$ cat src/rtl/wguard_pkg.sv
package wguard_pkg;

  typedef enum logic [1:0] {
    LVL_NONE    = 2'd0,
    LVL_QUARTER = 2'd1,
    LVL_HALF    = 2'd2,
    LVL_ALL     = 2'd3
  } prot_lvl_e;

  localparam int SB_BUSY  = 0;
  localparam int SB_LATCH = 1;
  localparam int SB_BPLO  = 2;
  localparam int SB_BPHI  = 3;
  localparam int SB_LOCK  = 7;

  function automatic prot_lvl_e lvl_of(input logic bp_hi, input logic bp_lo);
    return prot_lvl_e'({bp_hi, bp_lo});
  endfunction

  // top2 = two most significant address bits
  function automatic logic addr_locked(input prot_lvl_e lvl, input logic [1:0] top2);
    logic hit;
    unique case (lvl)
      LVL_NONE:    hit = 1'b0;
      LVL_QUARTER: hit = (top2 == 2'b11);
      LVL_HALF:    hit = top2[1];
      default:     hit = 1'b1;
    endcase
    return hit;
  endfunction

  function automatic logic hw_lock_on(input logic pin, input logic lock_en);
    return lock_en & ~pin;
  endfunction

endpackage

$ cat src/rtl/wg_prot_regs.sv
module wg_prot_regs
  import wguard_pkg::*;
(
  input  logic       clk,
  input  logic       rst_n,
  input  logic       wr_stb,
  input  logic [7:0] wr_data,
  output logic       bp_hi,
  output logic       bp_lo,
  output logic       lock_en
);
  logic unused_data_bits;
  assign unused_data_bits = ^{wr_data[6:4], wr_data[1:0]};

  always_ff @(posedge clk or negedge rst_n) begin
    if (!rst_n) begin
      bp_hi   <= 1'b0;
      bp_lo   <= 1'b0;
      lock_en <= 1'b0;
    end else if (wr_stb) begin
      bp_hi   <= wr_data[SB_BPHI];
      bp_lo   <= wr_data[SB_BPLO];
      lock_en <= wr_data[SB_LOCK];
    end
  end

  // bits move only on a granted strobe
  p_hold_without_strobe_r7: assert property (@(posedge clk) disable iff (!rst_n)
    !wr_stb |=> $stable({bp_hi, bp_lo, lock_en}));

  p_load_on_strobe_r7: assert property (@(posedge clk) disable iff (!rst_n)
    wr_stb |=> ({bp_hi, bp_lo, lock_en} ==
                {$past(wr_data[SB_BPHI]), $past(wr_data[SB_BPLO]), $past(wr_data[SB_LOCK])}));
endmodule

$ cat src/rtl/wg_range_check.sv
module wg_range_check
  import wguard_pkg::*;
(
  input  logic       clk,
  input  logic       rst_n,
  input  prot_lvl_e  lvl,
  input  logic [1:0] addr_top,
  output logic       in_range
);
  assign in_range = addr_locked(lvl, addr_top);

  p_none_open_r3: assert property (@(posedge clk) disable iff (!rst_n)
    (lvl == LVL_NONE) |-> !in_range);
  p_all_closed_r3: assert property (@(posedge clk) disable iff (!rst_n)
    (lvl == LVL_ALL) |-> in_range);
  p_quarter_low_open_r3: assert property (@(posedge clk) disable iff (!rst_n)
    (lvl == LVL_QUARTER && addr_top != 2'b11) |-> !in_range);
endmodule

$ cat src/rtl/wg_decider.sv
module wg_decider
  import wguard_pkg::*;
(
  input  logic clk,
  input  logic rst_n,
  input  logic latch,
  input  logic hw_lock,
  input  logic in_range,
  input  logic sr_req,
  input  logic arr_req,
  output logic sr_grant,
  output logic sr_deny,
  output logic arr_grant,
  output logic arr_deny,
  output logic clr_latch
);
  logic sr_ok, arr_ok;

  assign sr_ok     = latch & ~hw_lock;
  assign arr_ok    = latch & ~in_range;
  assign sr_grant  = sr_req & sr_ok;
  assign sr_deny   = sr_req & ~sr_ok;
  assign arr_grant = arr_req & arr_ok;
  assign arr_deny  = arr_req & ~arr_ok;
  assign clr_latch = sr_grant | arr_grant;

  p_lock_refuses_sr_r6: assert property (@(posedge clk) disable iff (!rst_n)
    hw_lock |-> !sr_grant);
  p_range_refuses_arr_r5: assert property (@(posedge clk) disable iff (!rst_n)
    in_range |-> !arr_grant);
  p_no_latch_no_grant_r9: assert property (@(posedge clk) disable iff (!rst_n)
    !latch |-> (!sr_grant && !arr_grant && !clr_latch));
  p_excl_sr_r10: assert property (@(posedge clk) disable iff (!rst_n)
    !(sr_grant && sr_deny));
  p_excl_arr_r10: assert property (@(posedge clk) disable iff (!rst_n)
    !(arr_grant && arr_deny));
  p_idle_quiet_r10: assert property (@(posedge clk) disable iff (!rst_n)
    (!sr_req && !arr_req) |-> !(sr_grant || sr_deny || arr_grant || arr_deny || clr_latch));
endmodule

$ cat src/rtl/eeprom_sr_guard.sv
module eeprom_sr_guard
  import wguard_pkg::*;
#(
  parameter int ADDR_W = 15
) (
  input  logic              clk,
  input  logic              rst_n,
  input  logic              prot_pin,
  input  logic              wr_en_latch,
  input  logic              sr_wr_req,
  input  logic [7:0]        sr_wr_data,
  input  logic              arr_wr_req,
  input  logic [ADDR_W-1:0] arr_wr_addr,
  output logic [7:0]        status_byte,
  output logic              sr_wr_grant,
  output logic              sr_wr_deny,
  output logic              arr_wr_grant,
  output logic              arr_wr_deny,
  output logic              latch_clear
);
  localparam int TOP_LO = ADDR_W - 2;

  logic       bp_hi, bp_lo, lock_en;
  logic       hw_lock, in_range;
  prot_lvl_e  lvl;
  logic [1:0] addr_top;
  logic       unused_addr_low;

  assign addr_top        = arr_wr_addr[ADDR_W-1:TOP_LO];
  assign unused_addr_low = ^arr_wr_addr[TOP_LO-1:0];
  assign lvl             = lvl_of(bp_hi, bp_lo);
  assign hw_lock         = hw_lock_on(prot_pin, lock_en);

  wg_prot_regs u_regs (
    .clk     (clk),
    .rst_n   (rst_n),
    .wr_stb  (sr_wr_grant),
    .wr_data (sr_wr_data),
    .bp_hi   (bp_hi),
    .bp_lo   (bp_lo),
    .lock_en (lock_en)
  );

  wg_range_check u_range (
    .clk      (clk),
    .rst_n    (rst_n),
    .lvl      (lvl),
    .addr_top (addr_top),
    .in_range (in_range)
  );

  wg_decider u_dec (
    .clk       (clk),
    .rst_n     (rst_n),
    .latch     (wr_en_latch),
    .hw_lock   (hw_lock),
    .in_range  (in_range),
    .sr_req    (sr_wr_req),
    .arr_req   (arr_wr_req),
    .sr_grant  (sr_wr_grant),
    .sr_deny   (sr_wr_deny),
    .arr_grant (arr_wr_grant),
    .arr_deny  (arr_wr_deny),
    .clr_latch (latch_clear)
  );

  always_comb begin
    status_byte           = 8'h00;
    status_byte[SB_BUSY]  = 1'b0;
    status_byte[SB_LATCH] = wr_en_latch;
    status_byte[SB_BPLO]  = bp_lo;
    status_byte[SB_BPHI]  = bp_hi;
    status_byte[SB_LOCK]  = lock_en;
  end

  // lock-enable cannot fall while the pin is low
  p_lock_sticky_r6: assert property (@(posedge clk) disable iff (!rst_n)
    (!prot_pin && status_byte[SB_LOCK]) |=> status_byte[SB_LOCK]);
  // unused positions stay at zero
  p_spare_zero_r2: assert property (@(posedge clk) disable iff (!rst_n)
    status_byte[6:4] == 3'b000 && !status_byte[SB_BUSY]);
  // clear pulse only together with a grant
  p_clear_needs_grant_r8: assert property (@(posedge clk) disable iff (!rst_n)
    latch_clear |-> (sr_wr_grant || arr_wr_grant));
endmodule

$ cat config.mk
export PLATFORM = sky130hd
export DESIGN_NAME = eeprom_sr_guard
export DESIGN_NICKNAME = d
export VERILOG_FILES = /design/src/rtl/wguard_pkg.sv /design/src/rtl/wg_prot_regs.sv /design/src/rtl/wg_range_check.sv /design/src/rtl/wg_decider.sv /design/src/rtl/eeprom_sr_guard.sv
export SDC_FILE = /design/constraint.sdc
export NUM_CORES = 1
export LEC_CHECK = 0
export ABC_AREA = 1
export BUFFER_PORTS_ARGS = -buffer_cell sky130_fd_sc_hd__buf_4
export CORE_AREA = 4 4 41 43
export CTS_BUF_LIST = sky130_fd_sc_hd__clkbuf_4 sky130_fd_sc_hd__clkbuf_8
export CTS_CLUSTER_DIAMETER = 40
export DETAILED_ROUTE_END_ITERATION = 8
export DIE_AREA = 0 0 45 47
export GPL_TIMING_DRIVEN = 0
export PLACE_DENSITY = 0.72
export RECOVER_POWER = 50
export SYNTH_ARGS = -nofsm -noshare
export SYNTH_HDL_FRONTEND = slang
export SYNTH_SLANG_ARGS = --single-unit
$ cat constraint.sdc
create_clock -name clk -period 0.93 [get_ports clk]
set_input_delay 0.2325 -clock clk [delete_from_list [all_inputs] [get_ports clk]]
set_output_delay 0.2325 -clock clk [all_outputs]
set_load 0.01 [all_outputs]
# == Word-level counts from Yosys, hierarchy flattened ==
# Index checks and enable logic that the tools add are counted.
# totals
input_bits,29
out_inout_bits,13
word_cells,21
reg_bits,3
# op_classes
reduce_logical,1
eq_ne,3
mux,1
bitwise_logic,13
# op_table
cell,count
1-bit bitwise AND,7
1-bit inverter,5
"2-bit equality test, second input constant",2
1-bit case mux with 3 select lines,1
"2-bit by 1-bit equality test with 1-bit output, second input constant",1
2-bit zero test,1
1-bit bitwise OR,1

# == Depth between registers and ports, before layout ==
# Gate-level depths: netlist of the first run.
# depth
word_depth,6
depth_mapped,5
depth_no_buf,5

# == Cells and area by module ==
# From an unflattened synthesis of the first run, not the netlist that was laid out.
# hier_totals
cells_unflattened,36
area_unflattened_um2,244.0
# by_module_without_submodules
mod,cells_each,area_each_um2,n_inst,seq_area_each_um2
wg_prot_regs,13,112.6,1,75.1
eeprom_sr_guard,11,73.8,1,0.0
wg_decider,9,43.8,1,0.0
wg_range_check,3,13.8,1,0.0

# == Least setup slack after synthesis of the first run ==
# OpenSTA, ideal clock, no wires.
# synth_path
kind,reg2out
from,reg u_regs.bp_hi
to,out arr_wr_deny
t_arrival_ns,0.795
path_stages_with_launch,5
path_buffers,0
setup_slack_ns,-0.098
t_required_ns,0.697
path_cell_list,dfrtp_1 -> nand2_1 -> nand2_1 -> nand2_1 -> a21boi_0
# synth_via
elab_chain_len,6
word_cells_on_any_way,8
classes_between,2 x eq/ne; 1 x mux; 4 x bitwise; 1 x reduce/logical
# synth_lines
item,line,rtl
"start, declared",wg_prot_regs.sv:8,"output logic bp_hi,"
"start signal, assigned",wg_prot_regs.sv:21,bp_hi <= wr_data[SB_BPHI];
2-bit equality test (tied with other cells),wguard_pkg.sv:23,unique case (lvl)
1-bit case mux with 3 select lines *,wguard_pkg.sv:23,
1-bit inverter *,wg_decider.sv:20,assign arr_ok = latch & ~in_range;
1-bit bitwise AND *,wg_decider.sv:20,
1-bit inverter *,wg_decider.sv:24,assign arr_deny = arr_req & ~arr_ok;
1-bit bitwise AND *,wg_decider.sv:24,
"end, declared",eeprom_sr_guard.sv:18,"output logic arr_wr_deny,"
# Mark *: on every way between the ends. The rest lies on a longest branch, timed or not.

# == Final worst setup path of the first run ==
# Ends and elaborated chain as after synthesis.

==> flow_summary.yaml, run 1 <==
setup_path:
  reg2regPathDepth: 5
  worstSetupPathType: "reg2out"
  r2r_setup_slack_ns: -0.05
  cp_num_buf_inv: 1
  timing.rr.start: "u_regs.lock_en"
  critPathRequiredTime_ns: 0.70
  rr_endpoint: "u_regs.bp_lo"
  critical-path-max-stage-delay_ns: 0.38
  crit_path_max_fanout: 4
  path_depth: 5
  critPathTopFamily: "flip-flops"
  cp_cell_sequence: "nand2_1 > nand2_1 > nand2_2 > a21boi_1 > buf_4"
  worst_path_max_delay_cell: "dfrtp_1"
  cpMostUsedCell: "nand2_1"
  cp.arrival_ns: 1.06
  end_kind: "primary output"
  critPathLaunchType: "flop"
global_route:
  grt_usage_pct: 7.44
  globalRoute.totalOverflow: 0
  grt_max_degree: 7
  antenna_found_initial: 0
  grt_pass1_vias: 296
  grt_pass1_wl_mm: 1.07
final_layout:
  utilization_pct: 42.7
  multi_input_area_sq_um: 121
  syn2layout_area_growth_pct: 111
  final_net_count: 99
  layout-drive-gt1-share_pct: 60.9
  antenna_cells: 0
  layout.cells.non_filler: 84
  fill_cells: 139
  register_area_sq_um: 75.1
outcome:
  violations: "negative setup slack"
  status: "finished with violations"
worst_hold_path:
  min-delay-path-class: "in2reg"
  min_from: "sr_wr_data[3]"
  holdPathStages: 3
  hold-path-endpoint: "u_regs.bp_hi"
clocking:
  clk_pin_slew_worst_paths_ns: 0.04
  clock_latency_ns: 0.23
  cts_buffers: 3
  cts_tree: "built"
  cts.sinks: 3
  cts_buffer_depth: 2
  cts-root-buf: "clkbuf_4"
  cts.htree.levels: 1
synth:
  seq_area_frac_synth_pct: 28.6
  yosysUniqueCellTypes: 10
  ys.warnings.count: 0
  synth.avg_cell_area_sq_um: 7.10
  ys_seq_elements: 3
  postSynthCellCount: 37
  yosys-top-cells-area: "dfrtp_1 (29%), buf_4 (23%), nand2_1 (14%)"
  synthArstFlopShare_pct: 100
  synth_edf_count: 0
  yosys.cell_count.top_type: "nand2_1"
  yosys.area.top_type_share_pct: 28.6
  synthFlopType: "dfrtp_1"
  synthTopCellsByCount: "nand2_1 (10), buf_4 (8), inv_1 (8)"
  synth.cell_area_sq_um: 263
  synth_top_area_cell: "dfrtp_1"
placed_design:
  dp.cells: 74
  io_buffers: 19
  gp_congestion: 0.619
timing:
  finalSetupViolCount: 11
  grt_setup_unrepaired: "true"
  period_share_pct: 139
  min_period_ns: 1.29
  postLayoutSetupSlackWorst_ns: -0.362
  finalHoldViolCount: 0
  skew_ns: 0.00276
  tns_ns: -2.37
  hold_ws_ns: 0.240
  fmax_mhz: 774
  maxSlewViolCount: 0
power:
  totalPowerFinal_w: 0.000813
  p_per_area_mw_per_mm2: 1460
  power_leakage_nw: 0.329
  ir_worst_vdd_mv: 0.775
floorplanning:
  dieArea_sq_mm: 0.00212
  coreArea_sq_mm: 0.00130
  initial_core_util_pct: 20.2
  fp.dieH_microns: 47
  fp-row-count: 13
  fp.dieW_microns: 45
  ios: 42
run:
  maxCapViolations: 0
routing:
  finalWirelength_microns: 686
  antenna_left: 0
  via_count: 301
  dr.pass1.iters: 4
  viasPerCell: 3.58
  route.detailed.drc: 0
  drt_iter0_drc: 3
  wl_per_cell_microns: 8.17
[layer usage]
layer  global-route usage, %  share of wire (%)  vias up
met5                       0                  0        -
met4                    7.60                3.1        0
met3                    3.83                 15        2
met2                    11.6                 48       17
met1                    6.85                 34      120
li1                        -                  -      162
[report_power, final]
group	total (W)	switching (W)	leakage (nW)	internal, W
clock	0.000255	0.0000654	0.0184	0.000190
combinational	0.000383	0.000144	0.274	0.000239
sequential	0.000175	0.0000198	0.0372	0.000155
total	0.000813	0.000229	0.329	0.000584
[cells in the final DEF, fill, tap and decap left out, drive strengths merged]
cell and instances:
a21boi 2, buf 31, clkbuf 5, conb 4, dfrtp 3, dlygate4sd3 1, inv 8, nand2 10
nand3 2, o21ai 3
[how the worst max path moves through the flow]
stage	end	slack, ns	startpoint
3_3_place_gp	latch_clear	-0.14	u_regs.lock_en
4_1_cts	latch_clear	-0.38	u_regs.bp_hi
3_5_place_dp	latch_clear	-0.15	u_regs.lock_en
5_1_grt	latch_clear	-0.48	u_regs.bp_hi
6_report	arr_wr_deny	-0.36	u_regs.bp_hi
2_1_floorplan	latch_clear	-0.02	u_regs.bp_hi
[state kept, by name, summed over array words and instances, names as in the netlist]
register,flops
u_regs.lock_en,1
u_regs.bp_lo,1
u_regs.bp_hi,1
[cell families after synthesis]
kind of cell / synth area share [%]
AND/OR/NAND/NOR: 22.9
buffers and inverters: 34.3
flip-flops: 28.6
other: 1.43
AO/OA/AOI/OAI: 12.9
[layout make-up]
cell class                 instances  share of cell area (%)
buffer                             6                    8.78
sequential                         3                    13.5
timing repair buffer              27                    41.7
tap                               15                    3.38
clock buffer                       4                    5.41
multi-input combinational         21                    21.8
inverter                           8                    5.41
[per-stage QoR]
stage / setup WS [ns] / area, sq um
detailed placement: -0.149 / 435
CTS: -0.378 / 539
global placement: -0.142 / 435
global route: -0.477 / 556
floorplan: -0.0208 / 274
finish: -0.362 / 556
[tightest hold or removal path: stages]
cell and delay (ns):
buf_4 0.10, inv_1 0.04, o21ai_1 0.05
[repair_timing]
action	4_1_cts	5_1_grt
hold buffers	1	0
endpoints found under the hold margin	3	0
pin swaps	1	3
gates cloned	0	0
buffers inserted	6	2
endpoints found under the setup margin	8	11
gates resized for setup	9	5
Power figures use the tool's default switching activity.
==> inputs of run 2 (changes only) <==
Settings changed: ABC_CLOCK_PERIOD_IN_PS from default to 1300, PLACE_DENSITY 0.72 to 0.7, RECOVER_POWER 50 to 100.
Clock period 0.93 ns to 1.3 ns, I/O delays scaled along.
==> run 2 against run 1 <==
Cell count fell by 2.4%; worst setup slack improved by 0.25 ns; critical endpoint unchanged; largest power group unchanged; die area did not move; register-to-register slack improved by 0.28 ns; combinational power fell by 43%; wire length fell by 2.9%; the flow still finishes with violations (negative setup slack); sequential cell count did not move.
==> flow_summary.yaml, run 2 (synthesis results as in run 1) <==
global_route:
  grt_pass1_vias: 229
  antenna_found_initial: 0
  grt_usage_pct: 6.09
  grt_max_degree: 7
  globalRoute.totalOverflow: 0
  grt_pass1_wl_microns: 862
setup_path:
  end_kind: "primary output"
  cp.arrival_ns: 1.08
  critPathLaunchType: "flop"
  critPathRequiredTime_ns: 0.98
  worstSetupPathType: "reg2out"
  crit_path_max_fanout: 4
final_layout:
  fill_cells: 144
  syn2layout_area_growth_pct: 95.7
  antenna_cells: 0
  utilization_pct: 39.5
  top_regs: "u_regs.bp_hi (1), u_regs.bp_lo (1), u_regs.lock_en (1)"
  final_common_cell: "buf_4"
  final_cell_mix: "buf_4 (27), nand2_1 (7), inv_1 (7)"
  multi_input_area_sq_um: 121
  final_net_count: 97
  layout-drive-gt1-share_pct: 59.7
  register_area_sq_um: 75.1
floorplanning:
  fp.dieW_microns: 45
  dieArea_sq_mm: 0.00212
  initial_core_util_pct: 20.2
  ios: 42
  coreArea_sq_mm: 0.00130
  fp.dieH_microns: 47
  fp-row-count: 13
routing:
  antenna_left: 0
  dr.pass1.iters: 2
  viasPerCell: 3.62
  finalWirelength_microns: 666
  wl_per_cell_microns: 8.12
  route.detailed.drc: 0
  via_count: 297
  drt_iter0_drc: 2
timing:
  skew_ns: 0.00206
  fmax_mhz: 710
  grt_setup_unrepaired: "true"
  min_period_ns: 1.41
  finalSetupViolCount: 4
  maxSlewViolCount: 0
  period_share_pct: 108
  finalHoldViolCount: 0
  postLayoutSetupSlackWorst_ns: -0.107
clocking:
  cts_buffers: 3
  clock_latency_ns: 0.23
  cts.sinks: 3
  clk_pin_slew_worst_paths_ns: 0.04
  cts_buffer_depth: 2
  cts_tree: "built"
  cts.htree.levels: 1
  cts-root-buf: "clkbuf_4"
run:
  maxCapViolations: 0
placed_design:
  io_buffers: 19
  dp_slack_ns: 0.0920
  gp_congestion: 0.595
power:
  power_leakage_nw: 0.310
  ir_worst_vdd_mv: 0.452
  totalPowerFinal_w: 0.000529
  p_per_area_mw_per_mm2: 1030
outcome:
  status: "finished with violations"
  violations: "negative setup slack"
worst_hold_path:
  min-delay-path-class: "in2reg"
-- run 2: power by group --
| group | internal [W] | total [W] | switching (W) |
|---|---|---|---|
| clock | 0.000136 | 0.000184 | 0.0000483 |
| combinational | 0.000129 | 0.000219 | 0.0000899 |
| sequential | 0.000111 | 0.000126 | 0.0000152 |
| total | 0.000376 | 0.000529 | 0.000153 |
-- run 2: cell type report --
class                   count  area share [%]
multi-input cells          21            23.6
repair buffers             23            34.8
clock buffers               4            5.84
inverters                   8            5.84
plain buffers               8            11.7
flip-flops and latches      3            14.6
well taps                  15            3.65
-- run 2: through the flow --
step | setup TNS [ns] | area (sq um) | hold WS [ns] | cells
floorplan | 0 | 274 | 0.0294 | 40
global placement | 0 | 435 | 0.116 | 74
detailed placement | 0 | 435 | 0.117 | 74
CTS | -0.348 | 493 | 0.325 | 81
global route | -0.740 | 514 | 0.342 | 82
finish | -0.345 | 514 | 0.332 | 82
-- run 2: worst paths after layout --
kind,slack [ns],cells past startpoint,to,start
min in group asynchronous,0.43,2,u_regs.bp_hi,rst_n
setup reg to reg,0.23,6,u_regs.lock_en,u_regs.lock_en
setup / recovery,-0.11,5,arr_wr_deny,u_regs.bp_hi
hold / removal,0.33,3,u_regs.bp_hi,sr_wr_data[3]
max in group asynchronous,0.71,2,u_regs.lock_en,rst_n
hold reg to reg,0.51,2,u_regs.bp_lo,u_regs.bp_lo
-- run 2: critical path: stages (launching register included) --
cell,delay (ns)
dfrtp_1,0.38
nand2_1,0.06
nand2_1,0.07
nand2_2,0.07
a21boi_1,0.14
buf_4,0.13
-- run 2: what timing repair did --
item | 4_1_cts | 5_1_grt
hold buffers | 1 | 0
hold endpoints to repair | 3 | 0
setup buffers | 2 | 1
endpoints found under the setup margin | 5 | 5
resized for setup | 2 | 6
pin swaps | 1 | 4
-- run 2: metal layers --
layer / track usage (%) / up-vias / wire length, microns
li1: - / 159 / -
met1: 6.62 / 117 / 219
met2: 8.19 / 19 / 309
met3: 1.53 / 2 / 117
met4: 8.77 / 0 / 21
met5: 0 / - / 0
==> inputs of run 3 (changes only) <==
Settings changed: CELL_PAD_IN_SITES_DETAIL_PLACEMENT from default to 1, CELL_PAD_IN_SITES_GLOBAL_PLACEMENT from default to 2, CORE_AREA 4 4 41 43 to 2 2 45 63, DIE_AREA 0 0 45 47 to 0 0 47 65, PLACE_DENSITY 0.7 to 0.86.
==> run 3 against run 2 <==
The flow still finishes with violations (negative setup slack); maximum frequency grew 0.64%; power rose by 4.5%; sequential cell count did not move; combinational power is 11% higher; first-iteration DRC count fell by 100%; sequential share of layout area shrank 0.93 points; core utilization shrank 18 points; wire length increased by 21%; cell area grew 6.8%; die area grew 44%; cell count is 27% higher; count of clock-buffer cells in the layout did not move; largest power group unchanged.
==> flow_summary.yaml, run 3 (synthesis results as in run 1) <==
outcome:
  status: "finished with violations"
  violations: "negative setup slack"
setup_path:
  critPathRequiredTime_ns: 0.98
  critical-path-max-stage-delay_ns: 0.40
  timing.rr.start: "u_regs.lock_en"
  crit_path_max_fanout: 4
  worstSetupEndpoint: "latch_clear"
  crit_start: "u_regs.bp_hi"
  worst_path_max_delay_cell: "dfrtp_1"
  cp.arrival_ns: 1.07
  worstSetupPathType: "reg2out"
  reg2regPathDepth: 5
  end_kind: "primary output"
  cp_cell_sequence: "inv_1 > nand2_1 > nand2_2 > nand3_2 > nand2_1 > buf_4"
  r2r_setup_slack_ns: 0.36
  critPathLaunchType: "flop"
  rr_endpoint: "u_regs.lock_en"
  cpMostUsedCell: "nand2_1"
routing:
  wl_met3_microns: 49
  antenna_left: 0
  route.detailed.drc: 0
  wl_per_cell_microns: 7.75
  finalWirelength_microns: 806
  via_count: 323
  routed.top_layer: "met3"
  dr.pass1.iters: 1
  viasPerCell: 3.11
  wl_met1_microns: 266
  drt_iter0_drc: 0
  wl_met2_microns: 490
final_layout:
  final_cell_mix: "buf_4 (27), nand2_1 (8), inv_1 (8)"
  final_net_count: 98
  utilization_pct: 21.7
  antenna_cells: 0
  final_common_cell: "buf_4"
  layout.cells.non_filler: 104
  top_regs: "u_regs.bp_hi (1), u_regs.bp_lo (1), u_regs.lock_en (1)"
  layout-drive-gt1-share_pct: 57.4
  syn2layout_area_growth_pct: 109
  fill_cells: 327
floorplanning:
  ios: 42
  coreArea_sq_mm: 0.00253
  fp.dieW_microns: 47
  fp.dieH_microns: 65
  initial_core_util_pct: 10.4
  dieArea_sq_mm: 0.00306
  fp-row-count: 22
power:
  seq_power_share_pct: 22.8
  power_leakage_nw: 0.319
  sw_frac_of_total_pct: 29.3
  p_per_area_mw_per_mm2: 1010
  ir_worst_vdd_mv: 0.438
  p_comb_share_pct: 43.9
  intPower_w: 0.000391
  clkPwrFrac_pct: 33.4
  switchingPower_w: 0.000162
timing:
  min_period_ns: 1.40
  finalHoldViolCount: 0
  fmax_mhz: 715
  grt_setup_unrepaired: "true"
  skew_ns: 0.00261
  tns_ns: -0.283
  period_share_pct: 108
  finalSetupViolCount: 3
  maxSlewViolCount: 0
  hold_ws_ns: 0.341
  postLayoutSetupSlackWorst_ns: -0.0985
global_route:
  grt_max_degree: 7
  grt_usage_pct: 5.51
  globalRoute.totalOverflow: 0
  grt_pass1_wl_mm: 1.13
  antenna_found_initial: 0
  grt_pass1_vias: 305
worst_hold_path:
  min-delay-path-class: "in2reg"
placed_design:
  dp_slack_ns: 0.0632
  io_buffers: 19
  gp_congestion: 0.559
  hpwlAfterDp_microns: 619
  dp.cells: 95
clocking:
  clk_pin_slew_worst_paths_ns: 0.04
  cts.htree.levels: 1
  cts_buffers: 3
  cts-root-buf: "clkbuf_4"
  cts.sinks: 3
  cts_buffer_depth: 2
  clock_latency_ns: 0.23
  cts_tree: "built"
run:
  maxCapViolations: 0
-- run 3: how the worst min path moves through the flow --
stage             startpoint      endpoint  slack (ns)  cells after the start
2_1_floorplan          rst_n  u_regs.bp_hi        0.03                      0
3_3_place_gp           rst_n  u_regs.bp_hi        0.11                      1
3_5_place_dp           rst_n  u_regs.bp_lo        0.12                      1
4_1_cts        sr_wr_data[3]  u_regs.bp_hi        0.33                      3
5_1_grt        sr_wr_data[2]  u_regs.bp_lo        0.35                      3
6_report       sr_wr_data[3]  u_regs.bp_hi        0.34                      3
-- run 3: final cells by class --
type / instances / area, sq um / area share [%]
inverters: 8 / 30.0 / 5.47
multi-input cells: 21 / 119 / 21.6
plain buffers: 7 / 52.6 / 9.57
flip-flops and latches: 3 / 75.1 / 13.7
repair buffers: 25 / 198 / 36.0
clock buffers: 4 / 30.0 / 5.47
well taps: 36 / 45.0 / 8.20
-- run 3: per-stage QoR --
| stage | total power (W) | instance area (sq um) |
|---|---|---|
| finish | 0.000553 | 549 |
| global placement | 0.000319 | 462 |
| detailed placement | 0.000325 | 462 |
| floorplan | 0.000230 | 274 |
| CTS | 0.000552 | 534 |
| global route | 0.000603 | 549 |
-- run 3: timing repair --
item | 4_1_cts | 5_1_grt
endpoints found under the setup margin | 5 | 6
resized for setup | 4 | 3
hold endpoints to repair | 3 | 0
pin swaps | 1 | 0
buffers inserted | 3 | 2
hold buffers | 1 | 0
-- run 3: power groups by stage --
stage | registers, W | clock network, W | logic, W
after global routing | 0.000130 | 0.000207 | 0.000266
final | 0.000126 | 0.000184 | 0.000242
after CTS | 0.000128 | 0.000196 | 0.000227
after global placement | 0.000130 | 0 | 0.000189
after floorplan | 0.000123 | 0 | 0.000107
after detailed placement | 0.000130 | 0 | 0.000195
-- run 3: per-layer routing --
metal / track usage, % / vias to the layer above
li1: - / 159
met1: 4.22 / 150
met2: 10.3 / 14
met3: 1.67 / 0
met4: 4.17 / 0
met5: 0 / -
-- run 3: worst max-delay path: cells and delay by family (launching register included) --
kind | cells | cell delay [ns]
DFF | 1 | 0.40
and+or+nand+nor | 4 | 0.27
buffers and inverters | 2 | 0.18
